===== src/rtl/can_txsel_pkg.sv =====
package can_txsel_pkg;

  localparam int DLC_W     = 4;
  localparam int BYTE_W    = 4;
  localparam int MAX_BYTES = 8;

  typedef enum logic {
    ST_IDLE = 1'b0,
    ST_BUSY = 1'b1
  } sel_state_e;

  // Payload size implied by a length code and the frame kind.
  function automatic logic [BYTE_W-1:0] payload_bytes(input logic [DLC_W-1:0] code,
                                                      input logic             remote);
    logic [BYTE_W-1:0] n;
    if (remote)                       n = '0;
    else if (32'(code) > MAX_BYTES)   n = BYTE_W'(MAX_BYTES);
    else                              n = BYTE_W'(code);
    return n;
  endfunction

endpackage


===== src/rtl/can_txsel_bank.sv =====
module can_txsel_bank
  import can_txsel_pkg::*;
#(
  parameter int NUM_BUFS = 3,
  parameter int PRIO_W   = 8,
  localparam int IDX_W   = (NUM_BUFS > 1) ? $clog2(NUM_BUFS) : 1
) (
  input  logic                clk,
  input  logic                rst,
  input  logic                wr_en,
  input  logic [IDX_W-1:0]    wr_idx,
  input  logic [PRIO_W-1:0]   wr_prio,
  input  logic [DLC_W-1:0]    wr_dlc,
  input  logic                wr_rtr,
  input  logic [NUM_BUFS-1:0] release_i,
  output logic [NUM_BUFS-1:0] empty_o,
  output logic [PRIO_W-1:0]   prio_o [NUM_BUFS],
  output logic [DLC_W-1:0]    dlc_o  [NUM_BUFS],
  output logic                rtr_o  [NUM_BUFS]
);

  for (genvar b = 0; b < NUM_BUFS; b++) begin : g_buf
    logic hit;
    assign hit = wr_en && (32'(wr_idx) == b);

    // Contents: plain storage, no reset needed (guarded by the empty flag).
    always_ff @(posedge clk) begin
      if (hit) begin
        prio_o[b] <= wr_prio;
        dlc_o[b]  <= wr_dlc;
        rtr_o[b]  <= wr_rtr;
      end
    end

    // Empty flag: a fresh load wins over a same-cycle release.
    always_ff @(posedge clk) begin
      if (rst)             empty_o[b] <= 1'b1;
      else if (hit)        empty_o[b] <= 1'b0;
      else if (release_i[b]) empty_o[b] <= 1'b1;
    end
  end

endmodule


===== src/rtl/can_txsel_arbiter.sv =====
module can_txsel_arbiter #(
  parameter int NUM_BUFS = 3,
  parameter int PRIO_W   = 8,
  localparam int IDX_W   = (NUM_BUFS > 1) ? $clog2(NUM_BUFS) : 1
) (
  input  logic [NUM_BUFS-1:0] pending_i,
  input  logic [PRIO_W-1:0]   prio_i [NUM_BUFS],
  output logic                any_o,
  output logic [IDX_W-1:0]    win_o
);

  // Ascending scan with strict less-than: ties keep the lower index.
  always_comb begin
    logic [PRIO_W-1:0] best;
    any_o = 1'b0;
    win_o = '0;
    best  = '1;
    for (int b = 0; b < NUM_BUFS; b++) begin
      if (pending_i[b] && (!any_o || prio_i[b] < best)) begin
        any_o = 1'b1;
        win_o = IDX_W'(b);
        best  = prio_i[b];
      end
    end
  end

endmodule


===== src/rtl/can_txsel_grant.sv =====
module can_txsel_grant
  import can_txsel_pkg::*;
#(
  parameter int NUM_BUFS = 3,
  localparam int IDX_W   = (NUM_BUFS > 1) ? $clog2(NUM_BUFS) : 1
) (
  input  logic                clk,
  input  logic                rst,
  input  logic                sof_req,
  input  logic                frame_done,
  input  logic                arb_lost,
  input  logic                any_i,
  input  logic [IDX_W-1:0]    win_i,
  input  logic [DLC_W-1:0]    dlc_i [NUM_BUFS],
  input  logic                rtr_i [NUM_BUFS],
  output logic                valid_o,
  output logic [IDX_W-1:0]    idx_o,
  output logic [DLC_W-1:0]    dlc_o,
  output logic [BYTE_W-1:0]   bytes_o,
  output logic [NUM_BUFS-1:0] release_o
);

  sel_state_e state;

  assign valid_o = (state == ST_BUSY);

  always_ff @(posedge clk) begin
    if (rst) begin
      state   <= ST_IDLE;
      idx_o   <= '0;
      dlc_o   <= '0;
      bytes_o <= '0;
    end else begin
      unique case (state)
        ST_IDLE: if (sof_req && any_i) begin
          state   <= ST_BUSY;
          idx_o   <= win_i;
          dlc_o   <= dlc_i[win_i];
          bytes_o <= payload_bytes(dlc_i[win_i], rtr_i[win_i]);
        end
        ST_BUSY: if (frame_done || arb_lost) state <= ST_IDLE;
        default: state <= ST_IDLE;
      endcase
    end
  end

  for (genvar b = 0; b < NUM_BUFS; b++) begin : g_rel
    assign release_o[b] = (state == ST_BUSY) && frame_done && (32'(idx_o) == b);
  end

endmodule


===== src/rtl/can_tx_buf_sel.sv =====
module can_tx_buf_sel
  import can_txsel_pkg::*;
#(
  parameter int NUM_BUFS = 3,
  parameter int PRIO_W   = 8,
  localparam int IDX_W   = (NUM_BUFS > 1) ? $clog2(NUM_BUFS) : 1
) (
  input  logic                clk,
  input  logic                rst,
  input  logic                wr_en,
  input  logic [IDX_W-1:0]    wr_idx,
  input  logic [PRIO_W-1:0]   wr_prio,
  input  logic [DLC_W-1:0]    wr_dlc,
  input  logic                wr_rtr,
  input  logic                sof_req,
  input  logic                frame_done,
  input  logic                arb_lost,
  output logic                sel_valid,
  output logic [IDX_W-1:0]    sel_idx,
  output logic [DLC_W-1:0]    sel_dlc,
  output logic [BYTE_W-1:0]   sel_bytes,
  output logic [NUM_BUFS-1:0] buf_empty
);

  logic [PRIO_W-1:0]   prio [NUM_BUFS];
  logic [DLC_W-1:0]    dlc  [NUM_BUFS];
  logic                rtr  [NUM_BUFS];
  logic [NUM_BUFS-1:0] release_v;
  logic                any_pending;
  logic [IDX_W-1:0]    win;

  can_txsel_bank #(.NUM_BUFS(NUM_BUFS), .PRIO_W(PRIO_W)) u_bank (
    .clk(clk), .rst(rst),
    .wr_en(wr_en), .wr_idx(wr_idx), .wr_prio(wr_prio), .wr_dlc(wr_dlc), .wr_rtr(wr_rtr),
    .release_i(release_v),
    .empty_o(buf_empty), .prio_o(prio), .dlc_o(dlc), .rtr_o(rtr)
  );

  can_txsel_arbiter #(.NUM_BUFS(NUM_BUFS), .PRIO_W(PRIO_W)) u_arb (
    .pending_i(~buf_empty), .prio_i(prio), .any_o(any_pending), .win_o(win)
  );

  can_txsel_grant #(.NUM_BUFS(NUM_BUFS)) u_grant (
    .clk(clk), .rst(rst),
    .sof_req(sof_req), .frame_done(frame_done), .arb_lost(arb_lost),
    .any_i(any_pending), .win_i(win), .dlc_i(dlc), .rtr_i(rtr),
    .valid_o(sel_valid), .idx_o(sel_idx), .dlc_o(sel_dlc), .bytes_o(sel_bytes),
    .release_o(release_v)
  );

endmodule


===== config.mk =====
export PLATFORM = sky130hd
export DESIGN_NAME = can_tx_buf_sel
export DESIGN_NICKNAME = d
export VERILOG_FILES = /design/src/rtl/can_txsel_pkg.sv /design/src/rtl/can_txsel_bank.sv /design/src/rtl/can_txsel_arbiter.sv /design/src/rtl/can_txsel_grant.sv /design/src/rtl/can_tx_buf_sel.sv
export SDC_FILE = /design/constraint.sdc
export NUM_CORES = 1
export LEC_CHECK = 0
export ABC_AREA = 0
export BUFFER_PORTS_ARGS = -buffer_cell sky130_fd_sc_hd__buf_2
export CORE_MARGIN = 3
export CORE_UTILIZATION = 29
export DETAILED_ROUTE_END_ITERATION = 8
export PLACE_DENSITY_LB_ADDON = 0.1
export SETUP_SLACK_MARGIN = 0.4
export SKIP_CTS_REPAIR_TIMING = 1
export SLEW_MARGIN = 30
export SYNTH_ARGS = -nofsm -noshare
export SYNTH_HDL_FRONTEND = slang
export SYNTH_SLANG_ARGS = --single-unit

===== constraint.sdc =====
create_clock -name clk -period 5.05 [get_ports clk]
set_input_delay 1.01 -clock clk [delete_from_list [all_inputs] [get_ports clk]]
set_output_delay 1.01 -clock clk [all_outputs]
set_load 0.1 [all_outputs]

==> impl_metrics.py, run 1 <==
metrics = {
    "status": {
        "status": "finished, final reports clean",
    },
    "floorplanning": {
        "die_x_um": 97.3,
        "dieArea_sq_um": 9470,
        "num_rows": 32,
        "initial_core_util_pct": 30.5,
        "die_y_um": 97.3,
        "ioPinCount": 35,
        "core_sq_um": 7930,
    },
    "synth": {
        "netlist_top_cells_area": "edfxtp_1 (48%), dfxtp_1 (12%), ha_1 (7.2%)",
        "synth_xor_area_share_pct": 0,
        "synthMuxAreaShare_pct": 1.66,
        "syn_area_per_cell_sq_um": 12.5,
        "synth_top_area_cell": "edfxtp_1",
        "synth_warnings": 0,
        "syn_area_sq_um": 2420,
        "yosysMostFrequentCell": "edfxtp_1",
        "synthFlopType": "edfxtp_1",
        "synth_fa_ha_area_share_pct": 7.24,
        "synthArstFlopShare_pct": 0,
        "synthTopCellsByCount": "edfxtp_1 (39), nor2_1 (23), nand2_1 (18)",
        "ys_ff_latch": 53,
        "synth-edff-count": 39,
        "synth_top_area_share_pct": 48.4,
        "synthCells": 193,
        "ys_seq_area_share_pct": 60.0,
        "synth_top_family_by_area": "compound AO/OA/AOI/OAI gates",
        "synth-simple-area-share_pct": 14.7,
        "synth-compound-area-share_pct": 14.7,
        "synth_cell_types": 45,
        "synth_fp_nets": 228,
    },
    "placed_design": {
        "placed_cells": 325,
        "port_buffers": 34,
        "place.gp.congestion": 0.787,
        "hpwlAfterDp_um": 3790,
    },
    "route": {
        "drt_iter0_markers": 73,
        "wl_per_cell_um": 15.6,
        "ant_nets": 0,
        "via_per_inst": 4.79,
        "drt_pre_antenna_iters": 4,
        "vias": 1594,
        "finalWirelength_um": 5210,
        "drc": 0,
    },
    "critical_path": {
        "crit_type": "reg2reg",
        "critPathSlowestCell": "dfxtp_2",
        "endpoint_kind": "flip-flop",
        "cp-start-kind": "flip-flop",
        "required_ns": 5.25,
        "worst_path_largest_cell_delay_ns": 0.49,
        "critPathTopFamily": "compound AO/OA/AOI/OAI gates",
        "worst-path-buf-inv": 1,
        "crit_arrival_ns": 4.38,
        "crit_chain": "nor2_1 > ha_1 > a21oi_1 > nand2_1 > o21a_1 > o21ai_4 > buf_4 > nor2_1 > a21oi_1 > ha_1 > a21o_1 > a211o_1 > nor3_1 > a31oi_4 > or2_0 > a32o_1",
        "worst-path-max-fanout": 18,
    },
    "final_layout": {
        "multi_input_area_sq_um": 932,
        "nFillCells": 820,
        "area_delta_synth_final_pct": 16.7,
        "diodes": 0,
        "drive_gt1_share_pct": 22.9,
        "final-instance-count-excl-fill": 333,
        "ff_latch_area_sq_um": 1450,
        "finish.utilization_pct": 35.6,
        "fin_nets": 265,
    },
    "run": {
        "maxCapViolCount": 0,
    },
    "sta": {
        "finalHoldViolations": 0,
        "rsz0062_at_grt": "no",
        "tightest_slew_ns": 0.810,
        "setup_viol": 0,
        "finalCritPeriodShare_pct": 82.7,
        "skew_ns": 0.00881,
        "final_max_slew_viol_count": 0,
        "slew_headroom_pct": 46.0,
        "tns_ns": 0,
        "fin_crit_ns": 4.18,
        "fmaxAchievable_mhz": 239,
    },
    "power_and_ir_drop": {
        "switching_power_uw": 279,
        "p_int_uw": 702,
        "power.share.clock_pct": 30.5,
        "p_sw_share_pct": 28.5,
        "p_leak_nw": 1.08,
        "pwr-share-comb_pct": 17.6,
        "ir_worst_vdd_v": 0.000120,
        "p_per_area_nw_per_um2": 348,
        "power_frac_seq_pct": 51.9,
    },
    "clocking": {
        "cts.sink_count": 53,
        "h-tree-depth": 2,
        "clockRootBuffer": "clkbuf_8",
        "clock_latency_ns": 0.31,
        "clk_path_buf_depth": 2,
        "cts_buffers": 5,
        "cts_tree": "built",
        "clk_pin_slew_ns": 0.09,
    },
    "global_route": {
        "grt_max_degree": 19,
        "grt_pass1_vias": 1554,
        "grt_usage_pct": 11.4,
        "antenna_found_initial": 0,
        "grt.overflow.total": 0,
        "grt_pass1_wl_um": 8390,
    },
    "hold_path": {
        "hold_path_class": "reg2reg",
    },
}
## final timing paths
| path | start | to | slack (ns) | cells after the start |
|---|---|---|---|---|
| hold / removal | u_grant.dlc_o[3] | u_grant.dlc_o[3] | 0.47 | 1 |
| setup reg to reg | u_bank.empty_o[0] | u_grant.dlc_o[1] | 0.87 | 16 |
| setup / recovery | u_bank.empty_o[0] | u_grant.dlc_o[1] | 0.87 | 16 |
| hold reg to reg | u_grant.dlc_o[3] | u_grant.dlc_o[3] | 0.47 | 1 |
## flip-flops by register name, summed over array words and instances, names as in the netlist
| name | flops |
|---|---|
| u_bank.dlc_o | 12 |
| u_bank.empty_o | 3 |
| u_bank.prio_o | 24 |
| u_bank.rtr_o | 3 |
| u_grant.bytes_o | 4 |
| u_grant.dlc_o | 4 |
| u_grant.idx_o | 2 |
| u_grant.valid_o | 1 |
## power groups by stage
stage / clock, mW / sequential (mW) / combinational (mW)
2_1_floorplan: 0 / 0.574 / 0.0779
3_3_place_gp: 0 / 0.521 / 0.174
3_5_place_dp: 0 / 0.520 / 0.175
4_1_cts: 0.310 / 0.510 / 0.175
5_1_grt: 0.331 / 0.513 / 0.189
6_report: 0.299 / 0.510 / 0.173
## metal layers
| metal | share of wire [%] | vias up | global-route usage [%] |
|---|---|---|---|
| li1 | - | 810 | - |
| met1 | 52 | 749 | 16.9 |
| met2 | 43 | 29 | 16.1 |
| met3 | 4.3 | 6 | 2.94 |
| met4 | 1.2 | 0 | 3.83 |
| met5 | 0 | - | 0 |
## cells in the final DEF (no fill, tap or decap), types with 2 or more instances in the layout
cell	synthesis	routed
o2111a_1	4	4
a221oi_1	2	2
dfxtp_1	14	13
nor2_1	23	23
ha_1	14	14
buf_2	2	34
clkbuf_8	0	6
a32o_1	4	4
nor3_1	7	7
edfxtp_1	39	39
nand2_1	18	18
and3b_1	3	3
mux2i_1	4	4
or2_0	3	3
o21bai_1	2	2
o21ai_1	3	3
a21oi_1	14	14
buf_4	1	2
nand3b_1	3	3
nand3_1	6	6
## cell families (layout without fill, tap and decap cells)
family | after synthesis | in the layout
AO/OA/AOI/OAI | 44 | 44
adder cells (fa/ha/maj) | 14 | 14
buffers and inverters | 7 | 45
flip-flops | 53 | 53
multiplexers | 4 | 4
AND/OR/NAND/NOR | 71 | 71
## metrics by stage
stage | area [sq um] | total power [mW] | hold WS [ns] | worst slack [ns]
after floorplan | 2420 | 0.652 | 0.560 | 0.495
after global placement | 2700 | 0.695 | 0.448 | 0.774
after detailed placement | 2700 | 0.694 | 0.449 | 0.684
after CTS | 2820 | 0.995 | 0.471 | 0.653
after global routing | 2820 | 1.03 | 0.488 | 0.546
final | 2820 | 0.982 | 0.466 | 0.872
## layout make-up
class,instances,area share [%]
Clock buffer,6,2.93
Clock inverter,2,1.33
Inverter,1,0.133
Multi-Input combinational cell,133,33.0
Sequential cell,53,51.5
Tap cell,102,4.52
Timing Repair Buffer,36,6.56
Power figures use the tool's default switching activity.
==> run 2: changes to the inputs <==
- ABC_AREA: 0 -> 1
- clock period: 5.05 -> 4.3 ns (I/O delays scaled with it)
==> run 2 against run 1 <==
Critical path type unchanged. Sequential cell count did not move. Power grew 1.2%. Clock power is 11% lower. Critical endpoint is now u_grant.bytes_o[2]. Synthesized cell count grew 12%.
==> impl_metrics.py, run 2 <==
metrics = {
    "critical_path": {
        "worst-path-max-fanout": 20,
        "crit_arrival_ns": 3.63,
        "cp-start-kind": "flip-flop",
        "crit_type": "reg2reg",
        "required_ns": 4.54,
        "endpoint_kind": "flip-flop",
        "rr_worst_depth": 20,
    },
    "sta": {
        "tns_ns": 0,
        "worst_slack_ns": 0.912,
        "finalHoldViolations": 0,
        "slew_headroom_pct": 43.4,
        "fmaxAchievable_mhz": 295,
        "tightest_slew_ns": 0.848,
        "fin_crit_ns": 3.39,
        "finalCritPeriodShare_pct": 78.8,
        "skew_ns": 0.00812,
        "setup_viol": 0,
        "final_max_slew_viol_count": 0,
        "rsz0062_at_grt": "no",
        "whs_ns": 0.465,
    },
    "final_layout": {
        "drive_gt1_share_pct": 23.0,
        "final_area_sq_um": 2730,
        "top_regs": "u_bank.prio_o: 24 flops, u_bank.dlc_o: 12 flops",
        "area_delta_synth_final_pct": 16.4,
        "final-instance-count-excl-fill": 358,
        "regMostFlops": "u_bank.prio_o",
        "nFillCells": 813,
        "diodes": 0,
        "largest_reg_flops": 24,
        "fin_nets": 290,
        "final_cell_mix": "nand2_1 (51), edfxtp_1 (39), buf_2 (34)",
        "finish.utilization_pct": 35.0,
        "final_common_cell": "nand2_1",
    },
    "global_route": {
        "grt_max_degree": 21,
        "antenna_found_initial": 0,
        "grt.overflow.total": 0,
        "grt_usage_pct": 11.3,
        "grt_pass1_wl_um": 7780,
        "grt_pass1_vias": 1564,
    },
    "clocking": {
        "h-tree-depth": 2,
        "cts_tree": "built",
        "clockRootBuffer": "clkbuf_8",
        "clk_pin_slew_ns": 0.09,
        "cts_buffers": 5,
        "clk_path_buf_depth": 2,
        "clock_latency_ns": 0.30,
        "cts.sink_count": 53,
    },
    "synth": {
        "synthTopCellsByCount": "nand2_1 (52), edfxtp_1 (39), nor2_1 (20)",
        "ys_ff_latch": 53,
        "ys_seq_area_share_pct": 61.9,
        "syn_area_sq_um": 2340,
        "netlist_top_cells_area": "edfxtp_1 (50%), dfxtp_1 (12%), nand2_1 (8.3%)",
        "synthFlopType": "edfxtp_1",
        "synth_fp_nets": 252,
        "syn_area_per_cell_sq_um": 10.8,
        "synth_warnings": 0,
        "synth_cell_types": 27,
        "synth_top_area_cell": "edfxtp_1",
        "synth_top_area_share_pct": 49.9,
        "synthArstFlopShare_pct": 0,
        "yosysMostFrequentCell": "nand2_1",
        "synthCells": 217,
        "synth-edff-count": 39,
    },
    "route": {
        "drc": 0,
        "via_per_inst": 4.42,
        "ant_nets": 0,
        "finalWirelength_um": 4710,
        "drt_pre_antenna_iters": 4,
        "wl_per_cell_um": 13.2,
        "drt_iter0_markers": 63,
        "vias": 1584,
    },
    "floorplanning": {
        "dieArea_sq_um": 9200,
        "ioPinCount": 35,
        "die_y_um": 95.9,
        "core_sq_um": 7810,
        "num_rows": 32,
        "initial_core_util_pct": 30.0,
        "die_x_um": 95.9,
    },
    "power_and_ir_drop": {
        "ir_worst_vdd_v": 0.000125,
        "p_per_area_nw_per_um2": 364,
        "power_uw": 993,
        "p_leak_nw": 1.14,
    },
    "placed_design": {
        "placed_area_sq_um": 2650,
        "port_buffers": 34,
        "place.gp.congestion": 0.731,
        "hpwlAfterDp_um": 3490,
        "placed_cells": 350,
        "dp_slack_ns": 0.586,
    },
    "hold_path": {
        "hold_path_class": "reg2reg",
        "min_delay_path_depth": 2,
    },
    "status": {
        "status": "finished, final reports clean",
    },
    "run": {
        "maxCapViolCount": 0,
    },
}
[run 2: cell count changes in the layout (fill, tap and decap cells not counted), moves of 3 or more]
cell	delta
nand2_1	+33
inv_1	+12
o21ai_0	+10
nor3_1	-5
a32o_1	-4
nand2_2	+4
nor2_1	-4
o2111a_1	-4
a21oi_2	+3
and3b_1	-3
or2_0	-3
[run 2: cells by family after synthesis]
family | share of synthesized area (%)
simple gates | 17.3
compound gates | 7.68
buf+inv | 3.41
fa+ha+maj | 7.47
flops | 61.9
mux | 2.24
[run 2: cell type report]
type                    count  area [sq um]  area share (%)
inverters                  16          60.1            2.20
well taps                 102           128            4.67
repair buffers             36           185            6.78
multi-input cells         143           823            30.2
clock inverters             1          5.00           0.183
flip-flops and latches     53          1450            53.2
clock buffers               7          76.3            2.80
[run 2: worst paths after layout]
check / from / end / slack, ns
hold / removal: u_grant.dlc_o[2] / u_grant.dlc_o[2] / 0.46
setup / recovery: u_bank.empty_o[0] / u_grant.bytes_o[2] / 0.91
hold reg to reg: u_grant.dlc_o[2] / u_grant.dlc_o[2] / 0.46
setup reg to reg: u_bank.empty_o[0] / u_grant.bytes_o[2] / 0.91
[run 2: per-layer routing]
layer | vias up | GRT usage, % | wire length, um
met2 | 22 | 18.1 | 2240
met3 | 5 | 2.58 | 122
met5 | - | 0 | 0
met1 | 736 | 15.0 | 2270
li1 | 821 | - | -
met4 | 0 | 4.27 | 77
[run 2: power by group]
| group | total [mW] | internal [mW] | switching, mW |
|---|---|---|---|
| logic | 0.139 | 0.0370 | 0.102 |
| clock network | 0.267 | 0.115 | 0.152 |
| registers | 0.587 | 0.574 | 0.0131 |
[run 2: critical path, cell delays in order (launching register included)]
cell      delay, ns
dfxtp_2        0.50
nor2_1         0.11
ha_1           0.31
a21oi_1        0.15
o21a_1         0.13
nand2_1        0.06
nand2_2        0.08
nand2_2        0.25
o21ai_0        0.31
ha_1           0.29
a21oi_1        0.12
nor2_1         0.05
a211oi_1       0.18
nand2_1        0.13
nand2_4        0.12
nand2_4        0.08
nand2_1        0.08
nand2_1        0.08
nor2_4         0.11
nand2_1        0.07
a21oi_2        0.12
==> run 3: changes to the inputs <==
- clock period: 4.3 -> 3.42 ns (I/O delays scaled with it)
==> run 3 against run 2 <==
Routed wire length increased by 7.4%. First-iteration DRC count decreased by 51%. Worst hold slack about the same. Global-route usage decreased by 0.43 points. Die area unchanged. Via count increased by 5.4%. Clock power increased by 33%. Cell count increased by 3.9%. Combinational power increased by 55%. Critical path depth increased by 3.
==> impl_metrics.py, run 3 (synthesized netlist as in run 2, its figures left out) <==
metrics = {
    "floorplanning": {
        "dieArea_sq_um": 9200,
        "die_x_um": 95.9,
        "die_y_um": 95.9,
        "ioPinCount": 35,
        "core_sq_um": 7810,
        "initial_core_util_pct": 30.0,
        "num_rows": 32,
    },
    "final_layout": {
        "fin_nets": 304,
        "top_regs": "u_bank.prio_o: 24 flops, u_bank.dlc_o: 12 flops",
        "finish.utilization_pct": 39.4,
        "final_cell_mix": "nand2_1 (40), edfxtp_1 (39), buf_2 (34)",
        "drive_gt1_share_pct": 38.5,
        "largest_reg_flops": 24,
        "final_common_cell": "nand2_1",
        "regMostFlops": "u_bank.prio_o",
        "diodes": 0,
        "nFillCells": 788,
        "area_delta_synth_final_pct": 31.2,
    },
    "power_and_ir_drop": {
        "p_leak_nw": 1.23,
        "p_per_area_nw_per_um2": 426,
        "ir_worst_vdd_v": 0.000183,
    },
    "status": {
        "status": "finished, final reports clean",
    },
    "sta": {
        "finalCritPeriodShare_pct": 90.8,
        "fin_crit_ns": 3.11,
        "skew_ns": 0.0128,
        "slew_headroom_pct": 60.3,
        "setup_viol": 0,
        "tightest_slew_ns": 0.593,
        "rsz0062_at_grt": "yes",
        "fmaxAchievable_mhz": 322,
        "final_max_slew_viol_count": 0,
        "tns_ns": 0,
        "finalHoldViolations": 0,
    },
    "placed_design": {
        "place.gp.congestion": 0.738,
        "port_buffers": 34,
        "hpwlAfterDp_um": 3420,
    },
    "route": {
        "ant_nets": 0,
        "vias": 1669,
        "drc": 0,
        "wl_per_cell_um": 13.6,
        "drt_iter0_markers": 31,
        "via_per_inst": 4.49,
        "drt_pre_antenna_iters": 4,
        "finalWirelength_um": 5060,
    },
    "clocking": {
        "cts_buffers": 5,
        "h-tree-depth": 2,
        "clk_pin_slew_ns": 0.09,
        "clock_latency_ns": 0.31,
        "cts.sink_count": 53,
        "clockRootBuffer": "clkbuf_8",
        "clk_path_buf_depth": 2,
        "cts_tree": "built",
    },
    "critical_path": {
        "endpoint_kind": "flip-flop",
        "crit_arrival_ns": 3.35,
        "cp-start-kind": "flip-flop",
        "worst-path-max-fanout": 7,
        "crit_type": "reg2reg",
        "required_ns": 3.66,
        "worst_path_largest_cell_delay_ns": 0.40,
        "critPathSlowestCell": "dfxtp_4",
        "crit_chain": "buf_6 > nor2_4 > ha_4 > a21oi_2 > nand2_1 > nand2_1 > nand2_2 > nand2_8 > nand2_8 > nand2_4 > o21ai_2 > ha_1 > a21oi_2 > nor2_1 > a211oi_2 > nand2_2 > nand2_4 > nand2_4 > nand2_2 > nand2_4 > nor2_4 > nand2_2 > a21oi_2",
    },
    "global_route": {
        "grt.overflow.total": 0,
        "grt_pass1_vias": 1575,
        "grt_usage_pct": 10.9,
        "antenna_found_initial": 0,
        "grt_pass1_wl_um": 7580,
        "grt_max_degree": 21,
    },
    "run": {
        "maxCapViolCount": 0,
    },
    "hold_path": {
        "hold_path_class": "reg2reg",
    },
}
## run 3: path summary, 6_finish.rpt
check | startpoint | to | slack [ns] | cells past startpoint
setup / recovery | u_bank.empty_o[0] | u_grant.bytes_o[0] | 0.31 | 23
hold reg to reg | u_grant.dlc_o[2] | u_grant.dlc_o[2] | 0.47 | 2
setup reg to reg | u_bank.empty_o[0] | u_grant.bytes_o[0] | 0.31 | 23
hold / removal | u_grant.dlc_o[2] | u_grant.dlc_o[2] | 0.47 | 2
## run 3: where the power goes
part | internal (mW) | leakage, nW | switching (mW) | total, mW
clock | 0.161 | 0.0486 | 0.195 | 0.356
combinational | 0.0673 | 0.710 | 0.148 | 0.215
sequential | 0.722 | 0.472 | 0.0191 | 0.741
total | 0.950 | 1.23 | 0.362 | 1.31
## run 3: cell type report
cell class / instances / area [sq um] / share of cell area, %
Timing Repair Buffer: 48 / 287 / 9.31
Tap cell: 102 / 128 / 4.15
Clock buffer: 6 / 82.6 / 2.68
Multi-Input combinational cell: 145 / 1060 / 34.3
Sequential cell: 53 / 1460 / 47.3
Inverter: 16 / 60.1 / 1.95
Clock inverter: 2 / 8.76 / 0.285
## run 3: per-stage QoR
step / setup WS (ns) / power (mW) / instances / hold WS [ns] / area, sq um
after floorplan: 0.191 / 0.892 / 217 / 0.599 / 2460
after global placement: 0.214 / 0.941 / 351 / 0.454 / 2720
after detailed placement: 0.149 / 0.938 / 351 / 0.456 / 2720
after CTS: 0.111 / 1.30 / 359 / 0.470 / 2820
after global routing: 0.123 / 1.37 / 372 / 0.494 / 3080
final: 0.313 / 1.31 / 372 / 0.465 / 3080
## run 3: metal layers
metal / routed length, um / part of all wire (%) / GRT usage (%) / vias to the layer above
met2: 2500 / 49 / 17.4 / 29
met1: 2250 / 44 / 14.1 / 780
met3: 197 / 3.9 / 2.81 / 10
met5: 0 / 0 / 0 / -
met4: 115 / 2.3 / 4.27 / 0
li1: - / - / - / 850
## run 3: critical path: cells and delay by family, from the launching register on
family	cells	cell delay [ns]
adders and majority gates	2	0.55
DFF	1	0.40
and+or+nand+nor	15	1.30
AOI/OAI and AO/OA	5	0.65
buffers and inverters	1	0.14
